<file path="src/rtl/hsk_rx_pkg.sv">
package hsk_rx_pkg;
  typedef enum logic [1:0] {
    ST_IDLE,
    ST_SAMPLE,
    ST_HOLD,
    ST_DRAIN
  } hs_state_e;

  localparam int unsigned FLAG_BIT  = 0;
  localparam int unsigned ALARM_BIT = 1;
  localparam int unsigned IE_BIT    = 2;
  localparam int unsigned CSR_BITS  = 3;

  localparam logic ADDR_DATA = 1'b0;
  localparam logic ADDR_CSR  = 1'b1;
endpackage

</file>
<file path="src/rtl/hsk_sync.sv">
module hsk_sync #(
  parameter int unsigned STAGES = 2
) (
  input  logic clk_i,
  input  logic rst_ni,
  input  logic d_i,
  output logic q_o
);
  logic [STAGES-1:0] sr_q;

  always_ff @(posedge clk_i or negedge rst_ni) begin
    if (!rst_ni) sr_q <= '0;
    else         sr_q <= {sr_q[STAGES-2:0], d_i};
  end

  assign q_o = sr_q[STAGES-1];
endmodule

</file>
<file path="src/rtl/hsk_fsm.sv">
module hsk_fsm
  import hsk_rx_pkg::*;
(
  input  logic clk_i,
  input  logic rst_ni,
  input  logic vs_i,
  input  logic flag_i,
  output logic capture_o,
  output logic accepted_o,
  output logic busy_o,
  output logic phase_chg_o
);
  hs_state_e state_q, state_d;

  always_comb begin
    state_d = state_q;
    unique case (state_q)
      ST_IDLE:   if (vs_i) state_d = ST_SAMPLE;
      ST_SAMPLE: state_d = ST_HOLD;
      ST_HOLD:   if (!flag_i) state_d = vs_i ? ST_DRAIN : ST_IDLE;
      ST_DRAIN:  if (!vs_i) state_d = ST_IDLE;
      default:   state_d = ST_IDLE;
    endcase
  end

  always_ff @(posedge clk_i or negedge rst_ni) begin
    if (!rst_ni) state_q <= ST_IDLE;
    else         state_q <= state_d;
  end

  assign capture_o   = (state_q == ST_SAMPLE);
  assign accepted_o  = (state_q == ST_HOLD);
  assign busy_o      = (state_q != ST_IDLE);
  assign phase_chg_o = (state_d != state_q);
endmodule

</file>
<file path="src/rtl/hsk_wdog.sv">
module hsk_wdog #(
  parameter int unsigned LIMIT = 1000
) (
  input  logic clk_i,
  input  logic rst_ni,
  input  logic busy_i,
  input  logic restart_i,
  output logic expire_o
);
  localparam int unsigned CW = $clog2(LIMIT + 1);
  localparam logic [CW-1:0] LAST = CW'(LIMIT - 1);
  localparam logic [CW-1:0] TOP  = CW'(LIMIT);

  logic [CW-1:0] cnt_q;

  always_ff @(posedge clk_i or negedge rst_ni) begin
    if (!rst_ni)                   cnt_q <= '0;
    else if (!busy_i || restart_i) cnt_q <= '0;
    else if (cnt_q != TOP)         cnt_q <= cnt_q + 1'b1;
  end

  // one pulse per phase, on the edge that completes LIMIT cycles
  assign expire_o = busy_i && !restart_i && (cnt_q == LAST);
endmodule

</file>
<file path="src/rtl/hsk_regs.sv">
module hsk_regs
  import hsk_rx_pkg::*;
#(
  parameter int unsigned DW = 8
) (
  input  logic          clk_i,
  input  logic          rst_ni,
  input  logic          capture_i,
  input  logic [DW-1:0] data_i,
  input  logic          expire_i,
  input  logic          cpu_sel_i,
  input  logic          cpu_we_i,
  input  logic          cpu_addr_i,
  input  logic [DW-1:0] cpu_wdata_i,
  output logic [DW-1:0] cpu_rdata_o,
  output logic          flag_o,
  output logic          alarm_o,
  output logic          ie_o,
  output logic [DW-1:0] data_o
);
  logic wr_csr;
  logic flag_q, alarm_q, ie_q;
  logic [DW-1:0] data_q;

  assign wr_csr = cpu_sel_i && cpu_we_i && (cpu_addr_i == ADDR_CSR);

  always_ff @(posedge clk_i or negedge rst_ni) begin
    if (!rst_ni) begin
      flag_q  <= 1'b0;
      alarm_q <= 1'b0;
      ie_q    <= 1'b0;
      data_q  <= '0;
    end else begin
      if (capture_i) begin
        flag_q <= 1'b1;
        data_q <= data_i;
      end else if (wr_csr && cpu_wdata_i[FLAG_BIT]) begin
        flag_q <= 1'b0;
      end
      if (expire_i)                               alarm_q <= 1'b1;
      else if (wr_csr && cpu_wdata_i[ALARM_BIT])  alarm_q <= 1'b0;
      if (wr_csr) ie_q <= cpu_wdata_i[IE_BIT];
    end
  end

  always_comb begin
    cpu_rdata_o = '0;
    if (cpu_sel_i && !cpu_we_i) begin
      if (cpu_addr_i == ADDR_DATA) begin
        cpu_rdata_o = data_q;
      end else begin
        cpu_rdata_o[FLAG_BIT]  = flag_q;
        cpu_rdata_o[ALARM_BIT] = alarm_q;
        cpu_rdata_o[IE_BIT]    = ie_q;
      end
    end
  end

  assign flag_o  = flag_q;
  assign alarm_o = alarm_q;
  assign ie_o    = ie_q;
  assign data_o  = data_q;
endmodule

</file>
<file path="src/rtl/hsk_rx_if.sv">
module hsk_rx_if
  import hsk_rx_pkg::*;
#(
  parameter int unsigned DW          = 8,
  parameter int unsigned TIMEOUT_CYC = 1000,
  parameter int unsigned SYNC_STAGES = 2,
  parameter bit          DEST_INIT   = 1'b0
) (
  input  logic          clk_i,
  input  logic          rst_ni,
  input  logic [DW-1:0] dev_data_i,
  input  logic          dev_valid_i,
  output logic          dev_ack_o,
  input  logic          cpu_sel_i,
  input  logic          cpu_we_i,
  input  logic          cpu_addr_i,
  input  logic [DW-1:0] cpu_wdata_i,
  output logic [DW-1:0] cpu_rdata_o,
  output logic          irq_o,
  output logic          alarm_o
);
  logic vs, capture, acc, busy, phase_chg, expire;
  logic flag, alarm, ie;
  logic [DW-1:0] data_q;

  hsk_sync #(.STAGES(SYNC_STAGES)) i_sync (
    .clk_i (clk_i),
    .rst_ni(rst_ni),
    .d_i   (dev_valid_i),
    .q_o   (vs)
  );

  hsk_fsm i_fsm (
    .clk_i      (clk_i),
    .rst_ni     (rst_ni),
    .vs_i       (vs),
    .flag_i     (flag),
    .capture_o  (capture),
    .accepted_o (acc),
    .busy_o     (busy),
    .phase_chg_o(phase_chg)
  );

  hsk_wdog #(.LIMIT(TIMEOUT_CYC)) i_wdog (
    .clk_i    (clk_i),
    .rst_ni   (rst_ni),
    .busy_i   (busy),
    .restart_i(phase_chg),
    .expire_o (expire)
  );

  hsk_regs #(.DW(DW)) i_regs (
    .clk_i      (clk_i),
    .rst_ni     (rst_ni),
    .capture_i  (capture),
    .data_i     (dev_data_i),
    .expire_i   (expire),
    .cpu_sel_i  (cpu_sel_i),
    .cpu_we_i   (cpu_we_i),
    .cpu_addr_i (cpu_addr_i),
    .cpu_wdata_i(cpu_wdata_i),
    .cpu_rdata_o(cpu_rdata_o),
    .flag_o     (flag),
    .alarm_o    (alarm),
    .ie_o       (ie),
    .data_o     (data_q)
  );

  if (DEST_INIT) begin : g_ready_pol
    assign dev_ack_o = ~acc;
  end else begin : g_accept_pol
    assign dev_ack_o = acc;
  end

  assign irq_o   = ie && (flag || alarm);
  assign alarm_o = alarm;
endmodule

</file>
<file path="config.mk">
export PLATFORM = sky130hd
export DESIGN_NAME = hsk_rx_if
export DESIGN_NICKNAME = d
export VERILOG_FILES = /design/src/rtl/hsk_rx_pkg.sv /design/src/rtl/hsk_sync.sv /design/src/rtl/hsk_fsm.sv /design/src/rtl/hsk_wdog.sv /design/src/rtl/hsk_regs.sv /design/src/rtl/hsk_rx_if.sv
export SDC_FILE = /design/constraint.sdc
export NUM_CORES = 1
export LEC_CHECK = 0
export BUFFER_PORTS_ARGS = -buffer_cell sky130_fd_sc_hd__buf_2
export CORE_MARGIN = 1
export CORE_UTILIZATION = 50
export DETAILED_ROUTE_END_ITERATION = 7
export PLACE_DENSITY = 0.85
export REMOVE_ABC_BUFFERS = 1
export SLEW_MARGIN = 5
export SYNTH_ARGS = -nofsm -noshare
export SYNTH_HDL_FRONTEND = slang
export SYNTH_SLANG_ARGS = --single-unit
</file>
<file path="constraint.sdc">
create_clock -name clk_i -period 3.87 [get_ports clk_i]
set_clock_uncertainty 0.1 [all_clocks]
set_input_delay 0.1935 -clock clk_i [delete_from_list [all_inputs] [get_ports clk_i]]
set_output_delay 0.1935 -clock clk_i [all_outputs]
set_load 0.05 [all_outputs]
</file>
## Word level (Yosys, flattened, before mapping)

Index checks and enable logic that the tools add are counted.

| storage, ports and cells | value |
|---|---|
| logic and storage cells | 46 |
| flip-flop bits (word level) | 25 |

| operators by class | value |
|---|---|
| reduce and logical (&&, ||, !) cells | 18 |
| add/subtract/negate cells | 1 |
| equal/unequal tests | 6 |
| multiplexer cells | 14 |

Operators with widths:

| operator | number |
|---|---|
| 10-bit two-way mux | 2 |
| 10-bit by 1-bit adder with 10-bit output (second input constant) | 1 |
| 10-bit == test (second input constant) | 1 |
| 10-bit != test (second input constant) | 1 |
| 1-bit logical AND | 8 |
| 2-bit two-way mux | 4 |
| 8-bit two-way mux | 1 |
| 2-bit one-hot mux with 4 select lines | 1 |
| 2-bit nonzero test | 4 |
| 5-bit two-way mux | 1 |
| 2-bit == test (second input constant) | 2 |
| 1-bit two-way mux | 4 |
| 1-bit zero test | 3 |
| 3-bit two-way mux | 1 |
| 2-bit by 1-bit == test with 1-bit output (second input constant) | 1 |
| 2-bit zero test | 1 |
| 1-bit logical OR | 2 |
| 2-bit != test | 1 |

## Logic depth before layout (Yosys ltp)

Gate-level depths: netlist (run 1).

| depth | value |
|---|---|
| depth in word-level cells | 8 |
| gate-level depth with buffers | 5 |
| mapped depth without buffers | 5 |

## Hierarchy

From an unflattened synthesis (run 1), not the netlist that was laid out.

| second synthesis, totals | value |
|---|---|
| cells, all modules | 114 |
| area total of the unflattened synthesis | 1,276.2 µm² |

Modules (own cells, without submodules):

| module | cells each | sequential area each (µm²) | area each (µm²) | times used |
|---|---|---|---|---|
| hsk_wdog | 58 | 250.2 | 579.3 | 1 |
| hsk_regs | 40 | 275.3 | 525.5 | 1 |
| hsk_fsm | 13 | 50.0 | 113.9 | 1 |
| hsk_sync | 2 | 50.0 | 50.0 | 1 |
| hsk_rx_if | 1 | 0.0 | 7.5 | 1 |

## Worst setup path before layout (run 1)

Ideal clock, no wire load.

| path | value |
|---|---|
| path type | register to output |
| start point | register i_regs.alarm_q (netlist: i_regs.alarm_o) |
| end point | output cpu_rdata_o[1] |
| arrival time | 1.438 ns |
| slack | 2.138 ns |
| cell stages (with the launch flop) | 3 |
| buffers on the path | 0 |
| cell sequence | dfrtp_1 > mux2i_1 > nor2_1 |

| on the way | value |
|---|---|
| longest elaborated chain between the ends | 2 |

Ends and longest elaborated chain:

| item | RTL line | source |
|---|---|---|
| start, declared | hsk_regs.sv:22 | `logic flag_q, alarm_q, ie_q;` |
| start signal, assigned | hsk_regs.sv:30 | `alarm_q <= 1'b0;` |
| start signal, assigned | hsk_regs.sv:40 | `if (expire_i) alarm_q <= 1'b1;` |
| start signal, assigned | hsk_regs.sv:41 | `else if (wr_csr && cpu_wdata_i[ALARM_BIT]) alarm_q <= 1'b0;` |
| 3-bit two-way mux | hsk_regs.sv:49 | `if (cpu_addr_i == ADDR_DATA) begin` |
| 8-bit two-way mux | hsk_regs.sv:48 | `if (cpu_sel_i && !cpu_we_i) begin` |
| end, declared | hsk_rx_if.sv:18 | `output logic [DW-1:0] cpu_rdata_o,` |

No other way between the ends.

## Worst setup path in the final report (run 1)

| path | value |
|---|---|
| start point | register i_fsm.state_q[1] |
| end point | output dev_ack_o |

| on the way | value |
|---|---|
| longest elaborated chain between the ends | 1 |

Ends and longest elaborated chain:

| item | RTL line | source |
|---|---|---|
| start, declared | hsk_fsm.sv:13 | `hs_state_e state_q, state_d;` |
| start signal, assigned | hsk_fsm.sv:28 | `else state_q <= state_d;` |
| 2-bit == test | hsk_fsm.sv:32 | `assign accepted_o = (state_q == ST_HOLD);` |
| end, declared | hsk_rx_if.sv:13 | `output logic dev_ack_o,` |

No other way between the ends.

==> results of run 1 <==
## path summary, 6_finish.rpt
kind                                                  start                            to  slack, ns  cells past startpoint
worst max-delay path             i_fsm.state_q[1]$_DFF_PN0_                     dev_ack_o       2.24                      2
worst min-delay path                         cpu_wdata_i[2]       i_regs.ie_o$_DFFE_PN0P_       0.02                      2
worst max register to register  i_wdog.cnt_q[5]$_DFFE_PN0P_   i_wdog.cnt_q[0]$_DFFE_PN0P_       2.33                      3
worst min register to register     i_sync.sr_q[0]$_DFF_PN0_      i_sync.sr_q[1]$_DFF_PN0_       0.27                      0
max in group asynchronous                            rst_ni   i_wdog.cnt_q[3]$_DFFE_PN0P_       3.03                      2
min in group asynchronous                            rst_ni  i_regs.data_o[4]$_DFFE_PN0P_       0.29                      2
## routing by layer
layer	wire length, um	part of all wire [%]	vias up
li1	-	-	512
met1	1140	42	507
met2	1400	52	38
met3	104	3.9	6
met4	42	1.6	0
met5	0	0	-
## cell families (layout without fill, tap and decap cells)
logic type	Yosys count	count (layout)	share of synthesized area [%]
fa+ha+maj	2	2	2.06
simple gates	67	67	27.7
buf+inv	9	46	3.39
mux	7	7	5.96
compound gates	17	17	8.02
flops	25	25	51.4
xor+xnor	2	2	1.44
## power by group through the flow
stage               combinational, mW  clock, mW  sequential [mW]
global route                    0.313      0.127            0.397
finish                          0.280      0.113            0.388
floorplan                       0.205          0            0.376
CTS                             0.278      0.115            0.386
detailed placement              0.268          0            0.392
global placement                0.256          0            0.384
## state kept, by name (all words and copies together), names as in the netlist
| name | count |
|---|---|
| i_sync.sr_q | 2 |
| i_regs.data_o | 8 |
| i_regs.flag_o | 1 |
| i_regs.ie_o | 1 |
| i_fsm.state_q | 2 |
| i_wdog.cnt_q | 10 |
| i_regs.alarm_o | 1 |
## cell type report
type,instances,area (um2),share of cell area [%]
Clock buffer,4,26.3,1.76
Sequential cell,25,626,41.9
Multi-Input combinational cell,95,551,36.9
Inverter,5,18.8,1.26
Tap cell,28,35.0,2.35
Timing Repair Buffer,37,235,15.8
## critical path, stage by stage, from the launching register on
cell,delay [ns]
dfrtp_1,0.54
nor2b_1,0.21
buf_2,0.28
## through the flow
stage | hold slack [ns] | total power [mW] | utilization, %
6_report | 0.0202 | 0.780 | 66.1
5_1_grt | 0.00887 | 0.836 | 66.1
4_1_cts | 0.0178 | 0.779 | 66.1
3_5_place_dp | 0.110 | 0.660 | 60.5
3_3_place_gp | 0.104 | 0.640 | 60.5
2_1_floorplan | -0.202 | 0.581 | -
## synth_stat cells
cell type | instances | share of area (%)
mux2_2 | 2 | 1.8
ha_1 | 2 | 2.1
o31ai_1 | 2 | 1.2
or4_1 | 2 | 1.2
mux2i_1 | 5 | 4.1
nand2_1 | 31 | 9.6
nand3b_1 | 1 | 0.62
nand2b_1 | 3 | 1.5
buf_6 | 1 | 0.92
a21oi_1 | 6 | 2.5
nand4_2 | 1 | 1.0
o22ai_1 | 1 | 0.51
nand3_1 | 8 | 3.3
or3_1 | 2 | 1.0
and2_1 | 5 | 2.6
clkbuf_1 | 2 | 0.62
nor2_1 | 6 | 1.8
or3_2 | 1 | 0.62
o21ai_0 | 6 | 2.5
nor4_2 | 1 | 1.0
nand4b_1 | 1 | 0.72
o21a_1 | 1 | 0.62
inv_1 | 5 | 1.5
buf_1 | 1 | 0.31
o41ai_1 | 1 | 0.72
or2b_1 | 1 | 0.62
xor2_1 | 2 | 1.4
nand4_1 | 1 | 0.51
nor2b_1 | 3 | 1.5
dfrtp_1 | 25 | 51
==> results_dict.tcl, run 1 <==
set metrics [dict create \
    portBuffers 27 \
    period_needed_ns 1.63 \
    gp_congestion 0.785 \
    grt_pass1_vias 1013 \
    use_met1_pct 28.6 \
    clk_pin_slew_ns 0.13 \
    holdCritPathClass "input pin to flip-flop" \
    grt_max_degree 26 \
    slew_violations 0 \
    timing.fmax_ghz 0.613 \
    io_pins 33 \
    crit_type "flip-flop to output pin" \
    start_util_pct 54.0 \
    htree_levels 1 \
    drt_wl_total_um 2680 \
    synth_cell_types 30 \
    drtIter0Drc 28 \
    grt_pass1_wl_um 4440 \
    intPower_uw 462 \
    pre_cts_ws_ns 2.35 \
    final.setup.tns_ns 0 \
    comb_power_share_pct 35.9 \
    tightest_slew_ns 0.564 \
    fin_area_um2 1490 \
    via_count 1063 \
    power_density_nw_per_um2 523 \
    drive_gt1_share_pct 21.1 \
    grt_overflow_total 0 \
    peakVddDrop_uv 413 \
    root_buffer "clkbuf_4" \
    p_leak_nw 0.719 \
    slew_headroom_pct 62.3 \
    grt_usage_pct 23.2 \
    tritoncts "done" \
    clk_latency_ns 0.31 \
    drc 0 \
    via_per_inst 5.48 \
    final_cell_mix "nand2_1, buf_2, dfrtp_1, dlygate4sd3_1, nand3_1" \
    power_frac_clock_pct 14.5 \
    dp_hpwl_um 1750 \
    post-cts-setup-buffer-count 0 \
    final_common_cell "nand2_1" \
    postRouteAntennaNets 0 \
    endpoint_kind "output pin" \
    avgRoutedWirePerCell_um 13.8 \
    yosysSeqAreaShare_pct 51.4 \
    dpl.cell_count 180 \
    start_kind "flip-flop" \
    path_max_fanout 10 \
    syn_to_final_growth_pct 22.5 \
    crit_arrival_ns 1.34 \
    setup_ws_ns 2.24 \
    numCtsBuffers 3 \
    grt_use_met2_pct 41.2 \
    dieArea_um2 2640 \
    cap_violations 0 \
    ys_ff_latch 25 \
    setup_violations 0 \
    status "completed" \
    nets 191 \
    hold_buffers 10 \
    busiest_layer "met2" \
    core_area_um2 2250 \
    synth-warning-count 0 \
    die_y_um 51.3 \
    syn_area_um2 1220 \
    net-switching-power_uw 318 \
    stdcell_count 194 \
    worstPathRequired_ns 3.58 \
    seq_power_share_pct 49.7 \
    drt_pass1_iterations 4 \
    place_area_um2 1370 \
    syn_area_per_cell_um2 9.44 \
    num_antenna_cells 0 \
    finalHoldViolCount 0 \
    antenna_found_initial 0 \
    synthCells 129 \
    num_rows 17 \
    finalCritPeriodShare_pct 42.2 \
    cts_resized 0 \
    clock_sinks 25 \
    die_w_um 51.3 \
    switching_share_pct 40.8 \
    clk_path_buf_depth 2 \
    rsz0062_at_grt "false" \
    use_met3_pct 2.68 \
    fillers 172 \
]
No activity file was read; power rests on OpenSTA's default activity.
==> inputs of run 2 (changes only) <==
--- a/config.mk
+++ b/config.mk
@@ -5,11 +5,12 @@
 export SDC_FILE = /design/constraint.sdc
 export NUM_CORES = 1
 export LEC_CHECK = 0
+export ABC_AREA = 1
 export BUFFER_PORTS_ARGS = -buffer_cell sky130_fd_sc_hd__buf_2
 export CORE_MARGIN = 1
-export CORE_UTILIZATION = 50
+export CORE_UTILIZATION = 46
 export DETAILED_ROUTE_END_ITERATION = 7
-export PLACE_DENSITY = 0.85
+export PLACE_DENSITY = 0.82
 export REMOVE_ABC_BUFFERS = 1
 export SLEW_MARGIN = 5
 export SYNTH_ARGS = -nofsm -noshare
==> constraint.sdc (replaced) <==
create_clock -name clk_i -period 1.5 [get_ports clk_i]
set_clock_uncertainty 0.1 [all_clocks]
set_input_delay 0.075 -clock clk_i [delete_from_list [all_inputs] [get_ports clk_i]]
set_output_delay 0.075 -clock clk_i [all_outputs]
set_load 0.05 [all_outputs]
==> results_dict.tcl, run 2 <==
set metrics [dict create \
    syn_area_per_cell_um2 7.73 \
    grt_pass1_vias 1003 \
    peakVddDrop_uv 962 \
    drive_gt1_share_pct 18.8 \
    crit_type "flip-flop to output pin" \
    synthTopCellsByCount "nand2_1, inv_1, dfrtp_1" \
    numCtsBuffers 3 \
    num_antenna_cells 0 \
    nets 232 \
    synth_edf_count 0 \
    die_w_um 54.5 \
    synthCells 164 \
    ys_ff_latch 25 \
    final.setup.tns_ns 0 \
    p_leak_nw 0.846 \
    grt_overflow_total 0 \
    yosys-top-cells-area "dfrtp_1, nand2_1, inv_1" \
    place_area_um2 1440 \
    avgRoutedWirePerCell_um 11.4 \
    endpoint_kind "output pin" \
    via_count 1159 \
    synth_area_leader_cell "dfrtp_1" \
    tritoncts "done" \
    holdCritPathClass "input pin to flip-flop" \
    setup_ws_ns 0.0707 \
    slew_violations 0 \
    die_y_um 54.5 \
    cap_violations 0 \
    grt_max_degree 26 \
    grt_usage_pct 19.8 \
    num_rows 18 \
    post-cts-setup-buffer-count 0 \
    cts_resized 0 \
    multiInputGateArea_um2 524 \
    finalHoldViolCount 0 \
    setup_violations 0 \
    synthFlopType "dfrtp_1" \
    drc 0 \
    start_kind "flip-flop" \
    largest_register_ffs 10 \
    io_pins 33 \
    slew_headroom_pct 63.9 \
    antenna_found_initial 0 \
    timing.fmax_ghz 0.700 \
    crit_chain "inv_1 -> a21oi_1 -> buf_2" \
    clk_pin_slew_ns 0.13 \
    crit_arrival_ns 1.25 \
    async_reset_ff_share_pct 100 \
    postRouteAntennaNets 0 \
    seqCellArea_um2 626 \
    clk_path_buf_depth 2 \
    fillers 225 \
    core_area_um2 2540 \
    pre_cts_ws_ns 0.112 \
    clk_latency_ns 0.31 \
    drtIter0Drc 12 \
    final_cell_mix "nand2_1, inv_1, buf_2, dfrtp_1, nor2_1" \
    drt_wl_total_um 2700 \
    period_needed_ns 1.43 \
    final_util_pct 62.6 \
    regMostFlops "i_wdog.cnt_q" \
    tightest_slew_ns 0.541 \
    grt_pass1_wl_um 4110 \
    synth-warning-count 0 \
    holdWs_ns 0.0205 \
    start_util_pct 49.8 \
    syn_area_um2 1270 \
    gp_congestion 0.802 \
    power_density_nw_per_um2 1290 \
    path_max_fanout 3 \
    via_per_inst 4.89 \
    yosysMostFrequentCell "nand2_1" \
    finalCritPeriodShare_pct 95.3 \
    fin_area_um2 1590 \
    crit_slowest_cell "dfrtp_1" \
    drt_pass1_iterations 5 \
    dieArea_um2 2970 \
    synth_cell_types 19 \
    status "completed" \
    syn_to_final_growth_pct 25.7 \
    yosysSeqAreaShare_pct 49.4 \
    final_common_cell "nand2_1" \
    critPathMaxStageDelay_ns 0.41 \
    netlist.area_leader.share_pct 49.4 \
    clock_sinks 25 \
    root_buffer "clkbuf_4" \
    htree_levels 1 \
    rsz0062_at_grt "false" \
    dp_hpwl_um 1800 \
    worstPathRequired_ns 1.32 \
    portBuffers 27 \
]
[run 2: changes by cell type after synthesis, moves of 3 or more]
cell      before  now
nor2_1         6   17
nand2_1       31   45
nand3_1        8   13
a21oi_1        6   11
and2_1         5    0
mux2i_1        5    0
inv_1          5   27
nor2b_1        3    0
nand2b_1       3    0
[run 2: area by class of cell]
cell class / instances / area share, %
Inverter: 28 / 6.60
Clock buffer: 3 / 1.41
Timing Repair Buffer: 41 / 17.1
Multi-Input combinational cell: 109 / 32.9
Tap cell: 30 / 2.36
Sequential cell: 25 / 39.3
Clock inverter: 1 / 0.314
[run 2: worst paths after layout]
path	slack (ns)	from	to	cells after the start
worst max-delay path	0.07	i_regs.flag_o$_DFFE_PN0P_	cpu_rdata_o[0]	3
min in group asynchronous	0.17	rst_ni	i_regs.data_o[5]$_DFFE_PN0P_	2
max in group asynchronous	0.77	rst_ni	i_wdog.cnt_q[5]$_DFFE_PN0P_	2
worst max register to register	0.12	i_wdog.cnt_q[0]$_DFFE_PN0P_	i_wdog.cnt_q[0]$_DFFE_PN0P_	7
worst min-delay path	0.02	cpu_sel_i	i_regs.ie_o$_DFFE_PN0P_	3
worst min register to register	0.26	i_sync.sr_q[0]$_DFF_PN0_	i_sync.sr_q[1]$_DFF_PN0_	0
[run 2: metal layers]
metal	share of wire (%)	wire length (um)	GRT usage, %	up-vias
li1	-	-	-	596
met1	43	1170	20.8	526
met2	51	1370	39.4	31
met3	4.4	118	2.78	6
met4	1.4	37	6.41	0
met5	0	0	0	-
[run 2: worst max-delay path: cells and delay by family (launching register included)]
kind / cells / cell delay, ns
AO/OA/AOI/OAI: 1 / 0.16
flip-flops: 1 / 0.41
buffers and inverters: 2 / 0.37
[run 2: cell families (layout without fill, tap and decap cells)]
logic type	count (synthesis)	in the layout	synth area share, %
and+or+nand+nor	84	84	29.7
AOI/OAI and AO/OA	22	22	8.98
adders and majority gates	2	2	1.97
buffers and inverters	30	73	9.28
xor gates and xnor gates	1	1	0.691
DFF	25	25	49.4
[run 2: what timing repair did]
item / 4_1_cts / 5_1_grt
hold buffers: 13 / 0
endpoints found under the hold margin: 37 / 0
setup endpoints to repair: 0 / 0
[run 2: where the power goes]
| part | leakage [nW] | switching, mW | internal [mW] |
|---|---|---|---|
| Combinational | 0.510 | 0.563 | 0.252 |
| Sequential | 0.319 | 0.110 | 0.844 |
| Clock | 0.0177 | 0.193 | 0.0996 |
[run 2: through the flow]
step | instances | power (mW)
final | 237 | 2.06
after global routing | 237 | 2.23
after CTS | 237 | 2.08
after detailed placement | 220 | 1.76
after global placement | 220 | 1.73
after floorplan | 162 | 1.54
